### src/rtl/spi_upcap_pkg.sv
package spi_upcap_pkg;
  localparam int OPC_W = 8;
  typedef logic [OPC_W-1:0] opc_t;
endpackage

### src/rtl/spi_upcap_shift.sv
module spi_upcap_shift
  import spi_upcap_pkg::*;
#(
  parameter int CNT_W = $clog2(OPC_W + 1)
) (
  input  logic sck_i,
  input  logic csb_i,
  input  logic mosi_i,
  output opc_t opc_next_o,
  output logic last_bit_o
);
  logic [CNT_W-1:0] cnt_q;
  logic [OPC_W-2:0] shreg_q;

  assign opc_next_o = {shreg_q, mosi_i};
  assign last_bit_o = ~csb_i & (cnt_q == CNT_W'(OPC_W - 1));

  // chip select high returns decoding to bit 0; counter saturates after opcode
  always_ff @(posedge sck_i or posedge csb_i) begin
    if (csb_i) begin
      cnt_q   <= '0;
      shreg_q <= '0;
    end else if (cnt_q != CNT_W'(OPC_W)) begin
      cnt_q   <= cnt_q + 1'b1;
      shreg_q <= opc_next_o[OPC_W-2:0];
    end
  end
endmodule

### src/rtl/spi_upcap_decode.sv
module spi_upcap_decode
  import spi_upcap_pkg::*;
#(
  parameter int NUM_SLOTS = 4
) (
  input  opc_t                       opc_i,
  input  logic                       last_bit_i,
  input  logic [NUM_SLOTS*OPC_W-1:0] tbl_i,
  input  logic [NUM_SLOTS-1:0]       tbl_en_i,
  output logic                       up_sel_o
);
  logic [NUM_SLOTS-1:0] match;

  for (genvar g = 0; g < NUM_SLOTS; g++) begin : g_slot
    assign match[g] = tbl_en_i[g] & (tbl_i[g*OPC_W +: OPC_W] == opc_i);
  end

  assign up_sel_o = last_bit_i & (|match);
endmodule

### src/rtl/spi_upcap_dpsel.sv
module spi_upcap_dpsel (
  input  logic sck_i,
  input  logic csb_i,
  input  logic up_sel_i,
  output logic dp_phase_o
);
  logic dp_sel_q;

  always_ff @(posedge sck_i or posedge csb_i) begin
    if (csb_i)         dp_sel_q <= 1'b0;
    else if (up_sel_i) dp_sel_q <= 1'b1;
  end

  // output-phase copy, only for serial output side logic
  always_ff @(negedge sck_i or posedge csb_i) begin
    if (csb_i) dp_phase_o <= 1'b0;
    else       dp_phase_o <= dp_sel_q;
  end
endmodule

### src/rtl/spi_upcap_fifoptr.sv
module spi_upcap_fifoptr #(
  parameter int FIFO_DEPTH = 8,
  parameter int PTR_W      = $clog2(FIFO_DEPTH)
) (
  input  logic             clk_i,
  input  logic             rst_i,
  input  logic             push_i,
  input  logic             pop_req_i,
  output logic             accept_o,
  output logic             pop_o,
  output logic [PTR_W-1:0] waddr_o,
  output logic [PTR_W-1:0] raddr_o,
  output logic             full_o,
  output logic             empty_o,
  output logic             overflow_o
);
  logic [PTR_W:0] wptr_q, rptr_q;

  assign empty_o  = (wptr_q == rptr_q);
  assign full_o   = (wptr_q[PTR_W] != rptr_q[PTR_W]) &&
                    (wptr_q[PTR_W-1:0] == rptr_q[PTR_W-1:0]);
  assign accept_o = push_i & ~full_o;
  assign pop_o    = pop_req_i & ~empty_o;
  assign waddr_o  = wptr_q[PTR_W-1:0];
  assign raddr_o  = rptr_q[PTR_W-1:0];

  always_ff @(posedge clk_i) begin
    if (rst_i) begin
      wptr_q     <= '0;
      rptr_q     <= '0;
      overflow_o <= 1'b0;
    end else begin
      if (accept_o)         wptr_q     <= wptr_q + 1'b1;
      if (pop_o)            rptr_q     <= rptr_q + 1'b1;
      if (push_i && full_o) overflow_o <= 1'b1;
    end
  end
endmodule

### src/rtl/spi_upcap_sram.sv
module spi_upcap_sram
  import spi_upcap_pkg::*;
#(
  parameter int SRAM_DEPTH = 64,
  parameter int FIFO_DEPTH = 8,
  parameter int FIFO_BASE  = 32,
  parameter int AW         = $clog2(SRAM_DEPTH),
  parameter int PTR_W      = $clog2(FIFO_DEPTH)
) (
  input  logic             clk_i,
  input  logic             up_sel_i,
  input  logic             up_we_i,
  input  opc_t             up_wdata_i,
  input  logic [PTR_W-1:0] waddr_i,
  input  logic             alt_we_i,
  input  logic [AW-1:0]    alt_addr_i,
  input  opc_t             alt_wdata_i,
  input  logic             pop_i,
  input  logic [PTR_W-1:0] raddr_i,
  output opc_t             rd_data_o
);
  opc_t        mem [SRAM_DEPTH];
  logic        we;
  logic [AW-1:0] waddr;
  opc_t        wdata;
  logic [AW-1:0] raddr;

  // mux select comes straight from the SCK-domain decode
  always_comb begin
    if (up_sel_i) begin
      we    = up_we_i;
      waddr = AW'(FIFO_BASE) + AW'(waddr_i);
      wdata = up_wdata_i;
    end else begin
      we    = alt_we_i;
      waddr = alt_addr_i;
      wdata = alt_wdata_i;
    end
  end

  assign raddr = AW'(FIFO_BASE) + AW'(raddr_i);

  always_ff @(posedge clk_i) begin
    if (we) mem[waddr] <= wdata;
  end

  always_ff @(posedge clk_i) begin
    if (pop_i) rd_data_o <= mem[raddr];
  end
endmodule

### src/rtl/spi_upcap.sv
module spi_upcap
  import spi_upcap_pkg::*;
#(
  parameter int SRAM_DEPTH = 64,
  parameter int FIFO_DEPTH = 8,
  parameter int FIFO_BASE  = 32,
  parameter int NUM_SLOTS  = 4,
  parameter int AW         = $clog2(SRAM_DEPTH)
) (
  input  logic                       sck_i,
  input  logic                       rst_i,
  input  logic                       csb_i,
  input  logic                       mosi_i,
  input  logic [NUM_SLOTS*OPC_W-1:0] upl_tbl_i,
  input  logic [NUM_SLOTS-1:0]       upl_en_i,
  input  logic                       alt_we_i,
  input  logic [AW-1:0]              alt_addr_i,
  input  logic [OPC_W-1:0]           alt_wdata_i,
  input  logic                       rd_en_i,
  output logic [OPC_W-1:0]           rd_data_o,
  output logic                       empty_o,
  output logic                       full_o,
  output logic                       overflow_o,
  output logic                       dp_phase_o
);
  localparam int PTR_W = $clog2(FIFO_DEPTH);

  opc_t             opc_next;
  logic             last_bit;
  logic             up_sel;
  logic             accept;
  logic             pop;
  logic [PTR_W-1:0] waddr, raddr;

  spi_upcap_shift u_shift (
    .sck_i(sck_i), .csb_i(csb_i), .mosi_i(mosi_i),
    .opc_next_o(opc_next), .last_bit_o(last_bit)
  );

  spi_upcap_decode #(.NUM_SLOTS(NUM_SLOTS)) u_decode (
    .opc_i(opc_next), .last_bit_i(last_bit), .tbl_i(upl_tbl_i),
    .tbl_en_i(upl_en_i), .up_sel_o(up_sel)
  );

  spi_upcap_dpsel u_dpsel (
    .sck_i(sck_i), .csb_i(csb_i), .up_sel_i(up_sel), .dp_phase_o(dp_phase_o)
  );

  spi_upcap_fifoptr #(.FIFO_DEPTH(FIFO_DEPTH)) u_ptr (
    .clk_i(sck_i), .rst_i(rst_i), .push_i(up_sel), .pop_req_i(rd_en_i),
    .accept_o(accept), .pop_o(pop), .waddr_o(waddr), .raddr_o(raddr),
    .full_o(full_o), .empty_o(empty_o), .overflow_o(overflow_o)
  );

  spi_upcap_sram #(
    .SRAM_DEPTH(SRAM_DEPTH), .FIFO_DEPTH(FIFO_DEPTH), .FIFO_BASE(FIFO_BASE)
  ) u_sram (
    .clk_i(sck_i), .up_sel_i(up_sel), .up_we_i(accept), .up_wdata_i(opc_next),
    .waddr_i(waddr), .alt_we_i(alt_we_i), .alt_addr_i(alt_addr_i),
    .alt_wdata_i(alt_wdata_i), .pop_i(pop), .raddr_i(raddr),
    .rd_data_o(rd_data_o)
  );
endmodule

### config.mk
export PLATFORM = sky130hd
export DESIGN_NAME = spi_upcap
export DESIGN_NICKNAME = d
export VERILOG_FILES = /design/src/rtl/spi_upcap_pkg.sv /design/src/rtl/spi_upcap_shift.sv /design/src/rtl/spi_upcap_decode.sv /design/src/rtl/spi_upcap_dpsel.sv /design/src/rtl/spi_upcap_fifoptr.sv /design/src/rtl/spi_upcap_sram.sv /design/src/rtl/spi_upcap.sv
export SDC_FILE = /design/constraint.sdc
export NUM_CORES = 1
export LEC_CHECK = 0
export BUFFER_PORTS_ARGS = -buffer_cell sky130_fd_sc_hd__buf_4
export CAP_MARGIN = 20
export CORE_UTILIZATION = 50
export DETAILED_ROUTE_END_ITERATION = 8
export PLACE_DENSITY = 0.72
export SLEW_MARGIN = 10
export SYNTH_ARGS = -nofsm -noshare
export SYNTH_HDL_FRONTEND = slang
export SYNTH_HIERARCHICAL = 1
export SYNTH_SLANG_ARGS = --single-unit
export TNS_END_PERCENT = 1
### constraint.sdc
create_clock -name sck_i -period 3.9 [get_ports sck_i]
set_input_delay 0.39 -clock sck_i [delete_from_list [all_inputs] [get_ports sck_i]]
set_output_delay 0.39 -clock sck_i [all_outputs]
set_load 0.03 [all_outputs]
[Yosys cells after proc, flatten, opt, wreduce, memory -nomap -nowiden]
Memory sizes are Yosys's and may differ from the RTL's. A register that Yosys moved wholly into a read port is not among the register bits.
Cells that the tools add are included.
Word-level totals
  bits in registers: 22
  bits in writable memories: 512
  input bits: 56
  word-level logic and storage cells: 41
  memories: 1
Cells by class
  $add $sub $neg: 5
  equality and inequality tests: 9
  multiplexer cells: 5
  bitwise gates (word level): 11
  reduce and logical (&&, ||, !) cells: 3
Memories
  u_sram.mem: words 64, width 8, rd ports 1, clocked after Yosys merged registers in 1, write ports 1, line spi_upcap_sram.sv:22  | opc_t mem [SRAM_DEPTH];
Operators by type and width (count)
  8-bit equality test: 4
  4-bit by 1-bit adder with 4-bit output, second input constant: 3
  6-bit by 3-bit adder with 6-bit output, first input constant: 2
  1-bit AND: 8
  8-bit 2-to-1 mux: 1
  6-bit 2-to-1 mux: 1
  4-bit by 3-bit equality test with 1-bit output, second input constant: 1
  4-bit equality test: 1
  4-bit != test, second input constant: 1
  4-bit OR reduction: 1
  3-bit equality test: 1
  1-bit 2-to-1 mux: 3
  1-bit NOT: 3
  1-bit logical AND: 2
  1-bit != test: 1

[Depth between registers and ports, before layout]
Gate-level depths: netlist of run 1.
  depth in word-level cells: 8
  gate-level depth with buffers: 11
  gate-level depth less buffers: 10

[Modules after synthesis]
Netlist of run 1, hierarchy kept.
By module, submodules not included
  spi_upcap_sram: times used 1, cells each 136, area each 2945.3 sq um, seq. area each 2162.1 sq um
  spi_upcap_fifoptr: times used 1, cells each 60, area each 541.8 sq um, seq. area each 180.2 sq um
  spi_upcap_shift: times used 1, cells each 34, area each 505.5 sq um, seq. area each 275.3 sq um
  spi_upcap_decode: times used 1, cells each 45, area each 369.1 sq um, seq. area each 0.0 sq um
  spi_upcap_dpsel: times used 1, cells each 4, area each 60.1 sq um, seq. area each 50.0 sq um

==> reports/metrics.cfg, run 1 <==
[outcome]
status=finished, final reports clean

[final_layout]
drive_gt1_share_pct=32.57
final_cell_mix=edfxtp_1 (72), buf_4 (70), xor2_1 (34)
design_area_sq_um=5159
fin_util_pct=61.55
fillerInstances=662
layout.nets=405
area_delta_synth_final_pct=16.67
num_antenna_cells=0
final_common_cell=edfxtp_1

[timing]
setup_slack_ns=0.6833
drv_slew=0
layout_min_cycle_time_ns=3.217
rsz0062_at_grt=no
max_freq_ghz=0.3122
setup_viol=0
max_slew_margin_pct=37.95
hold_viol_final=0
fin_skew_ns=0.01545
finalSetupTns_ns=0
finalCritPeriodShare_pct=82.48
worstMarginPinSlew_ns=0.9274

[power]
powerDensity_nw_per_um2=353.2
clkPwrFrac_pct=33.9
p_sw_share_pct=20.86
internal_power_mw=1.442
leakage_nw=1.971
power_frac_seq_pct=60.0
pwr-share-comb_pct=6.1
p_sw_mw=0.3801
vdd_ir_drop_max_v=0.0002251

[logic_synthesis]
synthFlopType=edfxtp_1
avgSynthCellArea_sq_um=15.85
synth-seq-cells=94
ys_types=41
synth_edf_count=72
syn_area_sq_um=4422
yosysWarnings=6
async_flop_share_pct=13.83
synth_seq_area_share_pct=60.33
syn_inst=279
syn_nets=339

[worst_setup_path]
crit_path_max_incr_delay_ns=0.39
crit_buf_inv=1
crit_family=flip-flops
crit_type=reg -> out
worstSetupEndpointType=output port
cpMaxStageDelayCell=dfrtn_1
critPathMaxFanout=1
crit_path_start_kind=register
crit_arrival_ns=2.83
crit_required_ns=3.51
path_cells=buf_4

[placed_design]
gp_congestion=0.8206
placed_cell_area_sq_um=4959
post-place-ws_ns=0.7598
hpwl_mm=6.010
port_buffers=67

[drt]
route.detailed.drc=0
vias=2501
via_per_inst=5.497
postRouteAntennaNets=0
wl_mm=8.437
wl_per_cell_um=18.54
dr.pass1.iters=4
first_iter_violations=153

[clock_tree]
cts.sinks=94
cts_hold_buffers=1
clock-root-buffer=clkbuf_8
cts_max_path_buffers=2
clk_latency_ns=0.35
numCtsBuffers=9
path_clk_slew_ns=0.10
cts_max_level=3
post_cts_buffers=0
cts_tree=done
cts.repair.resized=0

[floorplan]
die_x_um=96.04
core_area_sq_um=8382
ioPinCount=68
rows=33
die-area_sq_um=9224
die_h_um=96.04
start_util_pct=52.75

[global_routing]
grt_usage_pct=19.63
use_met3_pct=4.028
antenna_found_initial=0
met2_usage_pct=33.04
grt_pass1_wl_mm=12.72
grt_max_degree=25
grt_overflow=0
globalRouteMet1Util_pct=24.63
first_global_vias=2480
grt-busiest-layer=met2

[worst_hold_path]
hold_path.class=in -> reg

[flow_run]
max_cap_viol_count=0

==> power groups by stage <==
stage | logic (mW) | clock network (mW) | registers [mW]
after floorplan | 0.0493 | 0 | 1.11
after global placement | 0.109 | 0 | 1.12
after detailed placement | 0.110 | 0 | 1.12
after CTS | 0.112 | 0.633 | 1.09
after global routing | 0.120 | 0.676 | 1.09
final | 0.111 | 0.618 | 1.09
==> path summary, 6_finish.rpt <==
path                                                start                      endpoint  slack, ns  cells past startpoint
max                          u_dpsel/dp_phase_o$_DFF_NP0_                    dp_phase_o       0.68                      1
min                                                 rst_i  u_ptr/rptr_q[3]$_SDFFE_PP0P_       0.30                      2
max reg2reg                u_shift/shreg_q[2]$_DFFE_PP0P_   u_sram/mem[39][5]$_DFFE_PP_       0.70                      8
min reg2reg                  u_dpsel/dp_sel_q$_DFFE_PP0P_  u_dpsel/dp_sel_q$_DFFE_PP0P_       0.49                      1
max in group asynchronous                           csb_i  u_dpsel/dp_phase_o$_DFF_NP0_       1.45                      3
min in group asynchronous                           csb_i  u_dpsel/dp_sel_q$_DFFE_PP0P_       0.46                      3
==> cells by family (layout without fill, tap and decap cells) <==
family	after synthesis	after routing	synth area share, %
DFF	94	94	60.33
and+or+nand+nor	54	54	6.254
muxes	45	45	17.43
xor gates and xnor gates	41	41	8.121
buffers and inverters	25	96	3.481
AOI/OAI and AO/OA	16	16	3.254
adders and majority gates	4	4	1.132
==> cells in the mapped netlist (all sizes together) (3+ instances only) <==
master  number  area share, %
xnor2        7            1.4
nand2        5           0.42
o41ai        3            1.1
nor4         6           0.85
buf         14            2.5
mux4        16            9.4
nor3         4           0.45
nand3        5           0.57
edfxtp      72             49
or3          4           0.68
nor2        20            1.7
dfxtp        9            4.1
mux2        27            7.6
a31oi        4           0.57
inv          9           0.76
dfrtp       12            6.8
xor2        34            6.7
ha           4            1.1
nand4        3           0.42
nor2b        3           0.42
==> routing by layer <==
layer,wire (um),vias up
met4,131,0
met2,4272,80
li1,-,1194
met5,0,-
met3,401,10
met1,3631,1217
==> registers in the layout, indices dropped and copies added (netlist names) <==
signal              flops
u_ptr/rptr_q            4
u_dpsel/dp_sel_q        1
u_ptr/wptr_q            4
u_sram/rd_data_o        8
u_shift/cnt_q           4
u_shift/shreg_q         7
u_ptr/overflow_o        1
u_sram/mem             64
u_dpsel/dp_phase_o      1
==> cell type report <==
type	instances	area, sq um	area share [%]
Sequential cell	94	2668	51.71
Multi-Input combinational cell	160	1600	31.02
Timing Repair Buffer	71	535.5	10.38
Tap cell	105	131.4	2.547
Clock buffer	10	127.6	2.474
Clock inverter	6	62.56	1.213
Inverter	9	33.78	0.6549
==> through the flow <==
stage / power, mW / hold WS (ns) / cells
3_5_place_dp: 1.225 / 0.2679 / 438
3_3_place_gp: 1.224 / 0.2639 / 438
6_report: 1.822 / 0.2950 / 455
5_1_grt: 1.889 / 0.2851 / 455
2_1_floorplan: 1.161 / 0.1312 / 279
4_1_cts: 1.837 / 0.2784 / 455
(Power assumes the default switching activity.)
==> inputs of run 2 (changes only) <==
- clock period: 3.9 -> 3.4 ns (I/O delays scaled with it)
==> reports/metrics.cfg, run 2 (same netlist as run 1, synthesis figures left out) <==
[outcome]
status=finished, final reports clean

[worst_setup_path]
crit_family=simple AND/OR/NAND/NOR gates
critPathMaxFanout=18
crit_path_max_incr_delay_ns=0.67
crit_buf_inv=1
crit_path_start_kind=register
r2r_setup_slack_ns=0.29
path_cells=xor2_1 -> nor4_1 -> nand3_1 -> o41ai_2 -> o31a_1 -> buf_4 -> nand2_1 -> a2bb2oi_1 -> nor2_1
r2r_start=u_shift/shreg_q[2]$_DFFE_PP0P_
cpMaxStageDelayCell=nor2_1
worstSetupEndpointType=register
crit_arrival_ns=3.08
reg2reg_to=u_sram/mem[34][7]$_DFFE_PP_
ff2ff_path_depth=9
crit_type=reg -> reg
crit_required_ns=3.37

[drt]
dr.pass1.iters=7
wl_mm=8.670
via_per_inst=5.488
wl_per_cell_um=18.97
postRouteAntennaNets=0
first_iter_violations=102
route.detailed.drc=0
vias=2508

[flow_run]
max_cap_viol_count=0

[global_routing]
grt_max_degree=20
grt_usage_pct=20.71
grt_overflow=0
grt_pass1_wl_mm=13.52
antenna_found_initial=0
first_global_vias=2541

[final_layout]
layout.nets=407
drive_gt1_share_pct=32.39
fin_util_pct=61.37
top_register=u_sram/mem
num_antenna_cells=0
largest_reg_flops=64
final_cell_mix=buf_4 (72), edfxtp_1 (72), xor2_1 (34)
fillerInstances=643
largest_registers=u_sram/mem: 64 flops, u_sram/rd_data_o: 8 flops, u_shift/shreg_q: 7 flops
area_delta_synth_final_pct=16.33

[clock_tree]
cts_max_level=3
clock-root-buffer=clkbuf_8
cts.repair.resized=0
cts.sinks=94
cts_tree=done
path_clk_slew_ns=0.09
clk_latency_ns=0.35
cts_max_path_buffers=2
numCtsBuffers=9

[timing]
finalCritPeriodShare_pct=91.43
drv_slew=0
finalSetupTns_ns=0
layout_min_cycle_time_ns=3.109
setup_viol=0
fin_skew_ns=0.01445
worstMarginPinSlew_ns=0.8046
max_slew_margin_pct=46.16
rsz0062_at_grt=no
hold_viol_final=0
max_freq_ghz=0.3217

[placed_design]
hpwl_mm=6.274
gp_congestion=0.8343
port_buffers=67

[worst_hold_path]
hold_path.class=in -> reg
min_delay_worst_endpoint=u_ptr/wptr_q[0]$_SDFFE_PP0P_
min_path_cells=2
min_from=rst_i

[floorplan]
die_x_um=96.04
start_util_pct=52.75
rows=33
die_h_um=96.04
ioPinCount=68
die-area_sq_um=9224
core_area_sq_um=8382

[power]
vdd_ir_drop_max_v=0.0002084
leakage_nw=1.964
powerDensity_nw_per_um2=390.3

==> run 2: changes by cell type in the layout (fill, tap and decap cells not counted) <==
cell,delta
clkinv_4,+1
clkbuf_1,+2
inv_8,-1
clkinv_2,-1
buf_4,+2
bufinv_16,-1
==> run 2: worst max-delay path by stage <==
stage	depth (start not counted)	end	startpoint	slack, ns
6_report	9	u_sram/mem[34][7]$_DFFE_PP_	u_shift/shreg_q[2]$_DFFE_PP0P_	0.29
2_1_floorplan	9	u_sram/mem[36][0]$_DFFE_PP_	u_shift/shreg_q[2]$_DFFE_PP0P_	0.50
4_1_cts	9	u_sram/mem[32][4]$_DFFE_PP_	u_shift/shreg_q[0]$_DFFE_PP0P_	0.27
3_5_place_dp	9	u_sram/mem[32][6]$_DFFE_PP_	u_shift/shreg_q[0]$_DFFE_PP0P_	0.30
3_3_place_gp	9	u_sram/mem[34][0]$_DFFE_PP_	u_shift/shreg_q[2]$_DFFE_PP0P_	0.33
5_1_grt	9	u_sram/mem[32][4]$_DFFE_PP_	u_shift/shreg_q[2]$_DFFE_PP0P_	0.07
==> run 2: cell type report <==
| class | instances | area [sq um] | area share (%) |
|---|---|---|---|
| sequential | 94 | 2668 | 51.86 |
| multi-input combinational | 160 | 1600 | 31.11 |
| timing repair buffer | 73 | 550.5 | 10.70 |
| clock buffer | 12 | 135.1 | 2.627 |
| tap | 105 | 131.4 | 2.554 |
| inverter | 9 | 33.78 | 0.6568 |
| clock inverter | 4 | 25.02 | 0.4865 |
==> run 2: what timing repair did <==
action / CTS / global route
setup buffers: 0 / 0
hold buffers: 1 / 0
endpoints found under the hold margin: 1 / 0
==> run 2: through the flow <==
| stage | total power, mW | cells | setup WS [ns] | hold slack (ns) | area, sq um |
|---|---|---|---|---|---|
| after detailed placement | 1.408 | 440 | 0.3003 | 0.2399 | 4974 |
| after global routing | 2.084 | 457 | 0.07414 | 0.2294 | 5144 |
| after global placement | 1.406 | 440 | 0.3307 | 0.2352 | 4974 |
| after CTS | 2.021 | 457 | 0.2668 | 0.2413 | 5144 |
| final | 2.007 | 457 | 0.2913 | 0.2543 | 5144 |
| after floorplan | 1.332 | 279 | 0.4992 | 0.08117 | 4422 |
==> run 2: worst register-to-register path, cell delays in order, from the launching register on <==
cell,delay [ns]
dfrtp_1,0.50
xor2_1,0.20
nor4_1,0.28
nand3_1,0.15
o41ai_2,0.21
o31a_1,0.23
buf_4,0.25
nand2_1,0.07
a2bb2oi_1,0.17
nor2_1,0.67
==> run 2: layer usage <==
metal / wire, um / vias up / global-route usage (%)
met1: 3692 / 1227 / 26.48
met2: 4480 / 79 / 35.28
met4: 100 / 0 / 5.224
li1: - / 1194 / -
met5: 0 / - / 0
met3: 396 / 8 / 5.292
==> run 2: power breakdown <==
part	switching, mW	internal [mW]
Sequential	0.0126	1.24
Clock	0.360	0.265
Combinational	0.0567	0.0725
Total	0.429	1.58
==> inputs of run 3 (changes only) <==
- BUFFER_PORTS_ARGS: -buffer_cell sky130_fd_sc_hd__buf_4 -> -buffer_cell sky130_fd_sc_hd__buf_2
- REMOVE_ABC_BUFFERS: unset -> 1
==> reports/metrics.cfg, run 3 (same netlist as run 1, synthesis figures left out) <==
[worst_setup_path]
crit_required_ns=3.37
crit_arrival_ns=3.19
critPathMaxFanout=17
ff2ff_path_depth=9
r2r_start=u_shift/shreg_q[2]$_DFFE_PP0P_
crit_start=u_shift/shreg_q[2]$_DFFE_PP0P_
worstSetupEndpointType=register
crit_path_start_kind=register
crit_type=reg -> reg

[drt]
first_iter_violations=154
route.detailed.drc=0
vias=2527
wl_per_cell_um=18.00
dr.pass1.iters=4
postRouteAntennaNets=0
via_per_inst=5.517
wl_mm=8.246

[timing]
fin_skew_ns=0.01472
drv_slew=0
layout_min_cycle_time_ns=3.217
rsz0062_at_grt=no
finalCritPeriodShare_pct=94.62
worstMarginPinSlew_ns=0.8097
setup_viol=0
max_freq_ghz=0.3108
hold_viol_final=0
finalSetupTns_ns=0
setup_slack_ns=0.1830
max_slew_margin_pct=45.82

[flow_run]
max_cap_viol_count=0

[worst_hold_path]
min_from=rst_i
min_path_cells=2
hold_path.class=in -> reg

[clock_tree]
cts_tree=done
cts_max_level=3
cts_max_path_buffers=2
cts.sinks=94
numCtsBuffers=9
clk_latency_ns=0.34
cts.repair.resized=0
clock-root-buffer=clkbuf_8
path_clk_slew_ns=0.09

[floorplan]
rows=33
core_area_sq_um=8382
ioPinCount=68
die_h_um=96.04
die-area_sq_um=9224
start_util_pct=52.75
die_x_um=96.04

[final_layout]
largest_reg_flops=64
area_delta_synth_final_pct=12.85
final_cell_mix=edfxtp_1 (72), buf_2 (67), xor2_1 (34)
num_antenna_cells=0
final_common_cell=edfxtp_1
drive_gt1_share_pct=33.43
layout.nets=408
largest_registers=u_sram/mem: 64 flops, u_sram/rd_data_o: 8 flops, u_shift/shreg_q: 7 flops
top_register=u_sram/mem

[power]
vdd_ir_drop_max_v=0.0001698
powerDensity_nw_per_um2=397.8
leakage_nw=1.913

[global_routing]
grt_overflow=0
grt_max_degree=20
antenna_found_initial=0
grt_usage_pct=19.62
grt_pass1_wl_mm=12.99
first_global_vias=2558

[placed_design]
post-place-ws_ns=0.2547
hpwl_mm=5.988
port_buffers=67
gp_congestion=0.7562

[outcome]
status=finished, final reports clean

run 3: changes by cell type in the layout (fill, tap and decap cells not counted), sizes merged:
cell | previous run | this run
clkbuf | 12 | 10
buf | 72 | 73
clkinvlp | 1 | 3
run 3: path summary, 6_finish.rpt:
kind                                                 end  slack [ns]
setup / recovery             u_sram/mem[38][0]$_DFFE_PP_        0.18
hold / removal             u_ptr/overflow_o$_SDFFE_PP0P_        0.30
setup reg to reg             u_sram/mem[38][0]$_DFFE_PP_        0.18
hold reg to reg             u_dpsel/dp_sel_q$_DFFE_PP0P_        0.48
max in group asynchronous   u_dpsel/dp_phase_o$_DFF_NP0_        1.25
min in group asynchronous   u_dpsel/dp_sel_q$_DFFE_PP0P_        0.41
run 3: metal layers:
layer	vias to the layer above	track usage (%)	part of all wire [%]
met5	-	0	0
met3	10	4.107	6.6
met1	1196	26.79	43
met4	0	7.463	1.7
met2	126	30.97	48
li1	1195	-	-
run 3: critical path: stages (launching register included):
cell and delay [ns]:
dfrtp_1 0.50, xor2_1 0.21, nor4_1 0.31, nand3_1 0.19, o41ai_2 0.26, o31a_1 0.23, buf_4 0.23, nand2_1 0.09
a2bb2oi_1 0.19, nor2_1 0.63
run 3: power by group:
group / internal, mW / leakage [nW] / total (mW) / switching, mW
clock network: 0.263 / 0.0782 / 0.621 / 0.358
logic: 0.0555 / 0.955 / 0.112 / 0.0562
registers: 1.24 / 0.880 / 1.25 / 0.0115
total: 1.56 / 1.91 / 1.99 / 0.426
run 3: stage by stage:
stage                     hold WS [ns]  std cells  instance area (sq um)  utilization, %  power [mW]
after global routing            0.3026        458                   4990           59.53       2.058
final                           0.3032        458                   4990           59.53       1.985
after global placement          0.2231        441                   4813           57.43       1.387
after detailed placement        0.2238        441                   4813           57.43       1.388
after CTS                       0.2924        458                   4990           59.53       1.999
after floorplan                0.08117        263                   4302               -       1.329
run 3: cell type report:
| cell class | instances | area [sq um] |
|---|---|---|
| inverters | 9 | 33.78 |
| flip-flops and latches | 94 | 2668 |
| fillers | 653 | 3392 |
| repair buffers | 74 | 390.4 |
| clock inverters | 6 | 38.79 |
| well taps | 105 | 131.4 |
| multi-input cells | 160 | 1600 |
| clock buffers | 10 | 127.6 |
run 3: repair_timing:
item	CTS	global route
setup buffers	0	0
endpoints found under the hold margin	1	0
hold buffers	1	0
